$ cat src/rtl/irq_pkg.sv
package irq_pkg;

  parameter int unsigned IRQ_N = 5;

  typedef logic [IRQ_N-1:0] irq_vec_t;

  // New line state after a masked update
  function automatic irq_vec_t merge_masked(irq_vec_t cur, irq_vec_t val, irq_vec_t msk);
    return (cur & ~msk) | (val & msk);
  endfunction

  // Lines that go low-to-high under this update
  function automatic irq_vec_t rising_bits(irq_vec_t cur, irq_vec_t val, irq_vec_t msk);
    return val & msk & ~cur;
  endfunction

  // Flag register next value, software write first, edges always OR in
  function automatic irq_vec_t flag_next(irq_vec_t cur, irq_vec_t rise,
                                         logic we, irq_vec_t wd);
    return (we ? wd : cur) | rise;
  endfunction

endpackage

$ cat src/rtl/irq_line_tracker.sv
module irq_line_tracker
  import irq_pkg::*;
(
  input  logic     clk,
  input  logic     rst_n,
  input  logic     upd,
  input  irq_vec_t lvl,
  input  irq_vec_t msk,
  output irq_vec_t lines_q,
  output irq_vec_t rise
);

  irq_vec_t lines_d;

  always_comb begin
    lines_d = lines_q;
    rise    = '0;
    if (upd) begin
      lines_d = merge_masked(lines_q, lvl, msk);
      rise    = rising_bits(lines_q, lvl, msk);
    end
  end

  always_ff @(posedge clk or negedge rst_n) begin
    if (!rst_n) lines_q <= '0;
    else        lines_q <= lines_d;
  end


  masked_update_chk: assert property (@(posedge clk) disable iff (!rst_n)
    $past(rst_n) && $past(upd) |->
      ((lines_q & ~$past(msk)) == ($past(lines_q) & ~$past(msk))) &&
      ((lines_q & $past(msk)) == ($past(lvl) & $past(msk))));


  idle_hold_chk: assert property (@(posedge clk) disable iff (!rst_n)
    $past(rst_n) && !$past(upd) |-> $stable(lines_q));


  rise_needs_low_chk: assert property (@(posedge clk) disable iff (!rst_n)
    $past(rst_n) && ($past(rise) != '0) |-> (($past(lines_q) & $past(rise)) == '0)
      && ((lines_q & $past(rise)) == $past(rise)));

endmodule

$ cat src/rtl/irq_flag_bank.sv
module irq_flag_bank
  import irq_pkg::*;
(
  input  logic     clk,
  input  logic     rst_n,
  input  irq_vec_t rise,
  input  logic     flag_we,
  input  logic     en_we,
  input  irq_vec_t wdata,
  output irq_vec_t flags_q,
  output irq_vec_t en_q,
  output irq_vec_t newly
);

  irq_vec_t flags_d;
  irq_vec_t en_d;

  always_comb begin
    flags_d = flag_next(flags_q, rise, flag_we, wdata);
    en_d    = en_we ? wdata : en_q;
    newly   = rise & ~flags_q;
  end

  always_ff @(posedge clk or negedge rst_n) begin
    if (!rst_n) begin
      flags_q <= '0;
      en_q    <= '0;
    end else begin
      flags_q <= flags_d;
      en_q    <= en_d;
    end
  end


  sticky_flags_chk: assert property (@(posedge clk) disable iff (!rst_n)
    $past(rst_n) && !$past(flag_we) |-> (($past(flags_q) & ~flags_q) == '0));


  set_only_by_edge_chk: assert property (@(posedge clk) disable iff (!rst_n)
    $past(rst_n) && !$past(flag_we) |-> ((flags_q & ~$past(flags_q) & ~$past(rise)) == '0));


  write_or_edge_chk: assert property (@(posedge clk) disable iff (!rst_n)
    $past(rst_n) && $past(flag_we) |-> flags_q == ($past(wdata) | $past(rise)));


  enable_hold_chk: assert property (@(posedge clk) disable iff (!rst_n)
    $past(rst_n) && !$past(en_we) |-> $stable(en_q));

endmodule

$ cat src/rtl/irq_wake_gen.sv
module irq_wake_gen
  import irq_pkg::*;
(
  input  logic     clk,
  input  logic     rst_n,
  input  irq_vec_t newly,
  input  irq_vec_t en,
  input  logic     ime,
  output logic     wake
);

  logic hit;

  always_comb hit = ime && ((newly & en) != '0);

  always_ff @(posedge clk or negedge rst_n) begin
    if (!rst_n) wake <= 1'b0;
    else        wake <= hit;
  end


  wake_cause_chk: assert property (@(posedge clk) disable iff (!rst_n)
    wake |-> $past(rst_n) && $past(ime) && (($past(newly) & $past(en)) != '0));


  wake_follows_chk: assert property (@(posedge clk) disable iff (!rst_n)
    $past(rst_n) && $past(ime) && (($past(newly) & $past(en)) != '0) |-> wake);

endmodule

$ cat src/rtl/irq_flag_ctrl.sv
module irq_flag_ctrl
  import irq_pkg::*;
#(
  parameter int unsigned REG_W = 8
) (
  input  logic             clk,
  input  logic             rst_n,
  input  logic             req_valid,
  input  logic [REG_W-1:0] req_level,
  input  logic [REG_W-1:0] req_mask,
  input  logic             reg_wr,
  input  logic             reg_sel,
  input  logic [REG_W-1:0] reg_wdata,
  input  logic             ime,
  output logic [IRQ_N-1:0] line_lvl,
  output logic [REG_W-1:0] flag_rd,
  output logic [REG_W-1:0] en_rd,
  output logic             wake
);

  localparam int unsigned PAD_W = REG_W - IRQ_N;
  localparam logic [PAD_W-1:0] PAD_ONES = '1;

  irq_vec_t lvl_lo, msk_lo, wd_lo;
  irq_vec_t lines_q, rise, flags_q, en_q, newly;
  logic     flag_we, en_we;
  logic     unused_hi;

  assign lvl_lo    = req_level[IRQ_N-1:0];
  assign msk_lo    = req_mask[IRQ_N-1:0];
  assign wd_lo     = reg_wdata[IRQ_N-1:0];
  assign unused_hi = ^{req_level[REG_W-1:IRQ_N], req_mask[REG_W-1:IRQ_N],
                       reg_wdata[REG_W-1:IRQ_N]};

  assign flag_we = reg_wr && !reg_sel;
  assign en_we   = reg_wr &&  reg_sel;

  irq_line_tracker u_lines (
    .clk     (clk),
    .rst_n   (rst_n),
    .upd     (req_valid),
    .lvl     (lvl_lo),
    .msk     (msk_lo),
    .lines_q (lines_q),
    .rise    (rise)
  );

  irq_flag_bank u_flags (
    .clk     (clk),
    .rst_n   (rst_n),
    .rise    (rise),
    .flag_we (flag_we),
    .en_we   (en_we),
    .wdata   (wd_lo),
    .flags_q (flags_q),
    .en_q    (en_q),
    .newly   (newly)
  );

  irq_wake_gen u_wake (
    .clk   (clk),
    .rst_n (rst_n),
    .newly (newly),
    .en    (en_q),
    .ime   (ime),
    .wake  (wake)
  );

  assign line_lvl = lines_q;
  assign flag_rd  = {PAD_ONES, flags_q};
  assign en_rd    = {PAD_ONES, en_q};


  no_rewake_chk: assert property (@(posedge clk) disable iff (!rst_n)
    $past(rst_n) && $past(req_valid) && (($past(rise) & ~$past(flags_q)) == '0) |-> !wake);

endmodule

$ cat config.mk
export PLATFORM = sky130hd
export DESIGN_NAME = irq_flag_ctrl
export DESIGN_NICKNAME = d
export VERILOG_FILES = /design/src/rtl/irq_pkg.sv /design/src/rtl/irq_line_tracker.sv /design/src/rtl/irq_flag_bank.sv /design/src/rtl/irq_wake_gen.sv /design/src/rtl/irq_flag_ctrl.sv
export SDC_FILE = /design/constraint.sdc
export NUM_CORES = 1
export LEC_CHECK = 0
export BUFFER_PORTS_ARGS = -buffer_cell sky130_fd_sc_hd__buf_2
export CORE_UTILIZATION = 38
export CTS_BUF_LIST = sky130_fd_sc_hd__clkbuf_4
export DETAILED_ROUTE_END_ITERATION = 10
export PLACE_DENSITY_LB_ADDON = 0.1
export SLEW_MARGIN = 10
export SYNTH_ARGS = -nofsm -noshare
export SYNTH_HDL_FRONTEND = slang
export SYNTH_HIERARCHICAL = 1
export SYNTH_SLANG_ARGS = --single-unit
$ cat constraint.sdc
create_clock -name clk -period 0.9 [get_ports clk]
set_input_delay 0.135 -clock clk [delete_from_list [all_inputs] [get_ports clk]]
set_output_delay 0.135 -clock clk [all_outputs]
set_load 0.05 [all_outputs]
* Yosys cells after proc, flatten, opt, wreduce, memory -nomap -nowiden
Index checks and enable logic that the tools add are counted.
** Word-level totals
- Memories kept :: 0
- Register bits after elaboration :: 16
- Output and inout bits :: 22
- Memory bits (writable) :: 0
- Bits in latches :: 0
- ROM bits :: 0
** Operators by class
- Bitwise logic cells :: 10
- Multiplexer cells :: 2
- $mul :: 0
- Divide/modulo/power cells :: 0
- Add/subtract/negate cells :: 0
- Shift operators :: 0
- $lt $le $gt $ge :: 0
- Equality and inequality tests :: 0
- Reductions and logical operators :: 5
** Operators by type and width (number)
- $and 5x5->5 :: 5
- $not 5->5 :: 3
- $mux 5 :: 2
- $or 5x5->5 :: 2
- $reduce_bool 5->1 :: 1
- $logic_and 1x1->1 :: 3
- $logic_not 1->1 :: 1

* Longest topological paths before layout
Gate-level depths: netlist of run 1.
- Word-level depth :: 7
- Depth in mapped cells :: 5

* Hierarchy
The synthesis of run 1 kept the hierarchy.
** By module, submodules not included
- irq_flag_bank :: instances 1, area each 420.4 um^2, cells each 31, sequential area each 250.2 um^2
- irq_line_tracker :: instances 1, area each 256.5 um^2, cells each 20, sequential area each 125.1 um^2
- irq_flag_ctrl :: instances 1, area each 65.1 um^2, cells each 9, sequential area each 0.0 um^2
- irq_wake_gen :: instances 1, area each 50.0 um^2, cells each 4, sequential area each 25.0 um^2

* Worst setup path before layout of run 1
No wires, ideal clock.
- Kind :: register -> register
- From :: register (tool-made name)
- To :: register u_wake.wake
- Buffers on the path :: 0
- Library setup time :: 134 ps
- Stages on the path, launching flop included :: 5
- Setup slack :: -527 ps
- Data arrival time :: 1292 ps
- Data required time :: 766 ps
- Cell sequence :: dfrtp_1 -> nor3b_1 -> nor2b_1 -> a222oi_1 -> a21boi_1
** RTL lines
- end signal, assigned :: RTL line irq_wake_gen.sv:18 : else wake <= hit;
- end, declared :: RTL line irq_wake_gen.sv:9 : output logic wake

==> results of run 1 <==
==> layout make-up <==
class | instances | area [µm²] | area share (%)
multi-input cells | 46 | 409 | 31.9
flip-flops and latches | 16 | 418 | 32.6
clock buffers | 4 | 30.0 | 2.34
well taps | 27 | 33.8 | 2.63
repair buffers | 49 | 392 | 30.5
==> worst paths after layout <==
kind / start / slack (ps) / endpoint / cells past startpoint
max: flip-flop / -200 / u_wake/wake$_DFF_PN0_ / 4
max reg2reg: flip-flop / -200 / u_wake/wake$_DFF_PN0_ / 4
min reg2reg: flip-flop / 550 / flip-flop / 1
max in group asynchronous: rst_n / 310 / u_flags/en_q[2]$_DFFE_PN0P_ / 2
min in group asynchronous: rst_n / 300 / u_flags/flags_q[3]$_DFF_PN0_ / 2
min: reg_wdata[0] / 80 / u_flags/flags_q[0]$_DFF_PN0_ / 2
==> layer usage <==
| metal | GRT usage, % | part of all wire, % |
|---|---|---|
| met3 | 3.77 | 5.9 |
| met1 | 21.7 | 48 |
| met2 | 25.2 | 46 |
| met4 | 6.67 | 0.47 |
| met5 | 0 | 0 |
==> power groups by stage <==
stage,combinational [mW],sequential [mW],clock (mW)
final,1.06,0.947,0.411
after global routing,1.11,0.962,0.487
after CTS,1.01,0.943,0.438
after detailed placement,0.852,0.935,0
after global placement,0.846,0.926,0
after floorplan,0.255,1.31,0
==> cells by family after synthesis <==
kind of cell,Yosys count,synth area share [%]
multiplexers,10,16.6
AO/OA/AOI/OAI,8,8.69
flip-flops,16,50.6
other,1,0.473
AND/OR/NAND/NOR,22,17.1
buffers and inverters,7,6.64
==> worst max-delay path, delay by kind of cell (launching register included) <==
kind	cells	cell delay, ps
compound gates	2	400
flops	1	390
simple gates	2	180
==> per-stage QoR <==
| stage | setup slack, ps | cells |
|---|---|---|
| 2_1_floorplan | -335 | 69 |
| 3_3_place_gp | -239 | 134 |
| 3_5_place_dp | -250 | 134 |
| 4_1_cts | -204 | 141 |
| 5_1_grt | -249 | 142 |
| 6_report | -203 | 142 |
==> cell usage in the layout, fill, tap and decap left out, drive strengths merged <==
master,synthesis,routed
clkbuf,0,4
a211o,5,5
dfrtp,16,16
dlygate4sd3,0,1
conb,1,6
buf,7,48
mux2,10,10
nor3b,5,5
a21boi,1,1
and2b,1,1
and2,1,1
nor2b,10,10
nand2,5,5
a22oi,1,1
a222oi,1,1
==> timing repair <==
item / CTS / global route
gates resized for setup: 34 / 13
endpoints found under the setup margin: 22 / 25
hold buffers: 1 / 0
pin swaps: 6 / 2
buffers inserted: 3 / 2
endpoints found under the hold margin: 16 / 0
==> flow_summary.yaml, run 1 <==
critical_path:
  cp.arrival_ps: 1250
  cp-end-kind: "flip-flop"
  max_stage_delay_ps: 390
  critPathKind: "flip-flop to flip-flop"
  cp.required_ps: 1050
  cp_cell_sequence: "nor3b_2, nor2b_1, a222oi_1, a21boi_1"
  critPathMaxFanout: 3
  cp_slowest_cell: "dfrtp_2"
  crit_path_start_kind: "flip-flop"
routing:
  dr.pass1.iters: 4
  wl_per_cell_um: 12.0
  wirelength_mm: 1.71
  postRouteAntennaNets: 0
  drc: 0
  vias: 643
  drt_iter0_markers: 5
  via_per_inst: 4.53
clock_network:
  cts_made_buffers: 3
  cts-htree-levels: 1
  cts_num_sinks: 16
  cts_root_buf: "clkbuf_4"
  clk_latency_ps: 280
  cts.path.max_buffers: 2
  cts_tree: "built"
  clk_pin_slew_ps: 90
pwr:
  irDropWorstVdd_mv: 1.09
  p_per_area_nw_per_um2: 1890
  p_sw_mw: 0.915
  p_leak_nw: 0.628
  power_frac_comb_pct: 43.9
  p_total_mw: 2.42
  switching_share_pct: 37.8
  power_frac_clock_pct: 17.0
  p_int_mw: 1.50
  power.share.sequential_pct: 39.1
global_routing:
  grt-ovfl-total: 0
  grt_pass1_vias: 564
  antenna_found_initial: 0
  grt.total_usage_pct: 16.2
  grt_max_degree: 17
  grt_first_pass_wirelength_mm: 2.48
floorplan:
  initial_core_util_pct: 40.4
  die_x_um: 47.7
  dieHeight_um: 47.7
  io_pins: 52
  dieArea_um2: 2270
  rows: 16
  core_area_um2: 1960
finish:
  area_delta_synth_final_pct: 61.9
  drive_gt1_share_pct: 76.5
  utilization_pct: 65.4
  antenna_cells: 0
  nets: 146
  stdcell_area_um2: 1280
  num-fill-cells: 166
yosys:
  synth.avg_cell_area_um2: 12.4
  yosysTopAreaCellShare_pct: 50.6
  synth_cell_types: 14
  syn_area_um2: 792
  ys_ff_latch: 16
  netlist_instances: 64
  synthFlopType: "dfrtp_1"
  yosys_warnings: 6
  synthArstFlopShare_pct: 100
  synth_commonest_cells: "dfrtp_1 (16), nor2b_1 (10), buf_4 (7)"
  synth_edf_count: 0
  yosysMostFrequentCell: "dfrtp_1"
  synth-seq-area-share_pct: 50.6
  synthTopCellsByArea: "dfrtp_1 (51%), mux2_4 (9.5%), nor2b_1 (7.9%)"
  yosysTopAreaCell: "dfrtp_1"
sta:
  post-route-period-util_pct: 123
  setup_ws_ps: -203
  maxSlewViolCount: 0
  rsz0062_at_grt: "true"
  hold_violations: 0
  fmaxAchievable_mhz: 907
  fin_crit_ps: 1100
  hold_slack_ps: 78.1
  tns_ps: -2090
  setup_viol: 22
  finClkSkew_ps: 8.46
run:
  max_cap_viol_count: 0
placed_design:
  port_buffers: 36
  dp_hpwl_mm: 1.29
  gp_congestion: 0.658
  dpl_cell_area_um2: 1070
status:
  violations: "negative setup slack"
  status: "complete, but fails checks"
hold_path:
  hold_path_class: "primary input to flip-flop"
Power figures use the tool's default switching activity.
==> run 2: changes to the inputs <==
CORE_MARGIN = 2   (was unset)
CORE_UTILIZATION = 36   (was 38)
CTS_BUF_LIST = unset   (was sky130_fd_sc_hd__clkbuf_4)
==> run 2 against run 1 <==
Compared with the run above:
- the run still ends with negative setup slack left
- clock skew is 2.9 ps lower
- worst hold slack gained 11 ps
- global-route usage fell by 0.58 points
- register-to-register slack worse by 70 ps
- clock power decreased by 13%
- non-clock buffer count increased by 3
- critical endpoint unchanged
- highest routed layer unchanged
==> flow_summary.yaml, run 2 (synthesis results as in run 1) <==
status:
  status: "complete, but fails checks"
  violations: "negative setup slack"
critical_path:
  max_stage_delay_ps: 380
  cpLargestDelayFamily: "compound AO/OA/AOI/OAI gates"
  cp_cell_sequence: "nor3b_2, nor2b_1, a222oi_1, a21boi_1"
  critPathKind: "flip-flop to flip-flop"
  cp.required_ps: 1040
  path_buf_inv: 0
  critPathMaxFanout: 2
  crit_path_start_kind: "flip-flop"
  cp.arrival_ps: 1320
  cp-end-kind: "flip-flop"
  cp_slowest_cell: "dfrtp_2"
routing:
  postRouteAntennaNets: 0
  wirelength_mm: 1.77
  via_per_inst: 4.53
  dr.pass1.iters: 4
  drt_iter0_markers: 5
  wl_per_cell_um: 12.3
  drc: 0
  vias: 652
clock_network:
  cts-htree-levels: 1
  clk_latency_ps: 270
  clk_pin_slew_ps: 90
  cts.path.max_buffers: 2
  cts_num_sinks: 16
  cts_root_buf: "clkbuf_4"
  cts_tree: "built"
  cts_made_buffers: 3
floorplan:
  die_x_um: 50.9
  dieArea_um2: 2590
  core_area_um2: 2020
  dieHeight_um: 50.9
  initial_core_util_pct: 39.2
  rows: 16
  io_pins: 52
finish:
  layout_commonest_cell: "buf_2"
  layout_common_cells: "buf_2 (20), buf_6 (19), dfrtp_2 (14)"
  drive_gt1_share_pct: 75.2
  area_delta_synth_final_pct: 66.2
  nets: 149
  antenna_cells: 0
hold_path:
  hold_path_class: "primary input to flip-flop"
global_routing:
  grt_first_pass_wirelength_mm: 3.09
  grt-ovfl-total: 0
  grt_max_degree: 17
  grt_pass1_vias: 656
  antenna_found_initial: 0
  grt.total_usage_pct: 15.6
placed_design:
  preCtsSetupSlack_ps: -306
  gp_congestion: 0.718
  port_buffers: 36
  dp_hpwl_mm: 1.29
sta:
  fmaxAchievable_mhz: 851
  tns_ps: -2300
  finClkSkew_ps: 5.56
  rsz0062_at_grt: "true"
  post-route-period-util_pct: 131
  setup_viol: 25
  maxSlewViolCount: 0
  setup_ws_ps: -275
  hold_slack_ps: 89.0
  hold_violations: 0
  fin_crit_ps: 1180
pwr:
  p_per_area_nw_per_um2: 1840
  p_leak_nw: 0.645
  irDropWorstVdd_mv: 1.20
run:
  max_cap_viol_count: 0
[run 2: stage by stage]
step | cells | area (µm²) | total power, mW | utilization [%]
2_1_floorplan | 69 | 838 | 1.56 | -
3_3_place_gp | 134 | 1070 | 1.77 | 52.8
3_5_place_dp | 134 | 1070 | 1.78 | 52.8
4_1_cts | 144 | 1290 | 2.41 | 64.0
5_1_grt | 144 | 1320 | 2.54 | 65.1
6_report | 144 | 1320 | 2.42 | 65.1
[run 2: path summary, 6_finish.rpt]
kind                              startpoint  slack [ps]                      endpoint  cells after the start
worst max-delay path               flip-flop        -280         u_wake/wake$_DFF_PN0_                      4
worst min-delay path            reg_wdata[4]          90  u_flags/flags_q[4]$_DFF_PN0_                      2
worst max register to register     flip-flop        -280         u_wake/wake$_DFF_PN0_                      4
worst min register to register     flip-flop         560                     flip-flop                      1
max in group asynchronous              rst_n         320  u_flags/flags_q[0]$_DFF_PN0_                      2
min in group asynchronous              rst_n         290                     async pin                      2
[run 2: area by class of cell]
type | instances | area (µm²)
repair buffers | 52 | 437
fillers | 163 | 706
flip-flops and latches | 16 | 418
well taps | 27 | 33.8
multi-input cells | 46 | 405
clock buffers | 3 | 22.5
[run 2: power breakdown]
part	switching [mW]	total [mW]	internal, mW
registers	0.0975	0.940	0.842
clock network	0.201	0.356	0.154
logic	0.618	1.12	0.506
total	0.917	2.42	1.50
[run 2: what timing repair did]
item	CTS	global route
gates resized for setup	43	4
buffers inserted	7	0
hold endpoints to repair	16	0
endpoints found under the setup margin	22	27
hold buffers	1	0
pin swaps	8	3
[run 2: metal layers]
layer  vias to the layer above  wire length, µm  global-route usage (%)
met2                        23              853                    24.9
met5                         -                0                       0
met3                         2               80                    2.63
met1                       308              826                    22.4
li1                        319                -                       -
met4                         0               12                    2.70
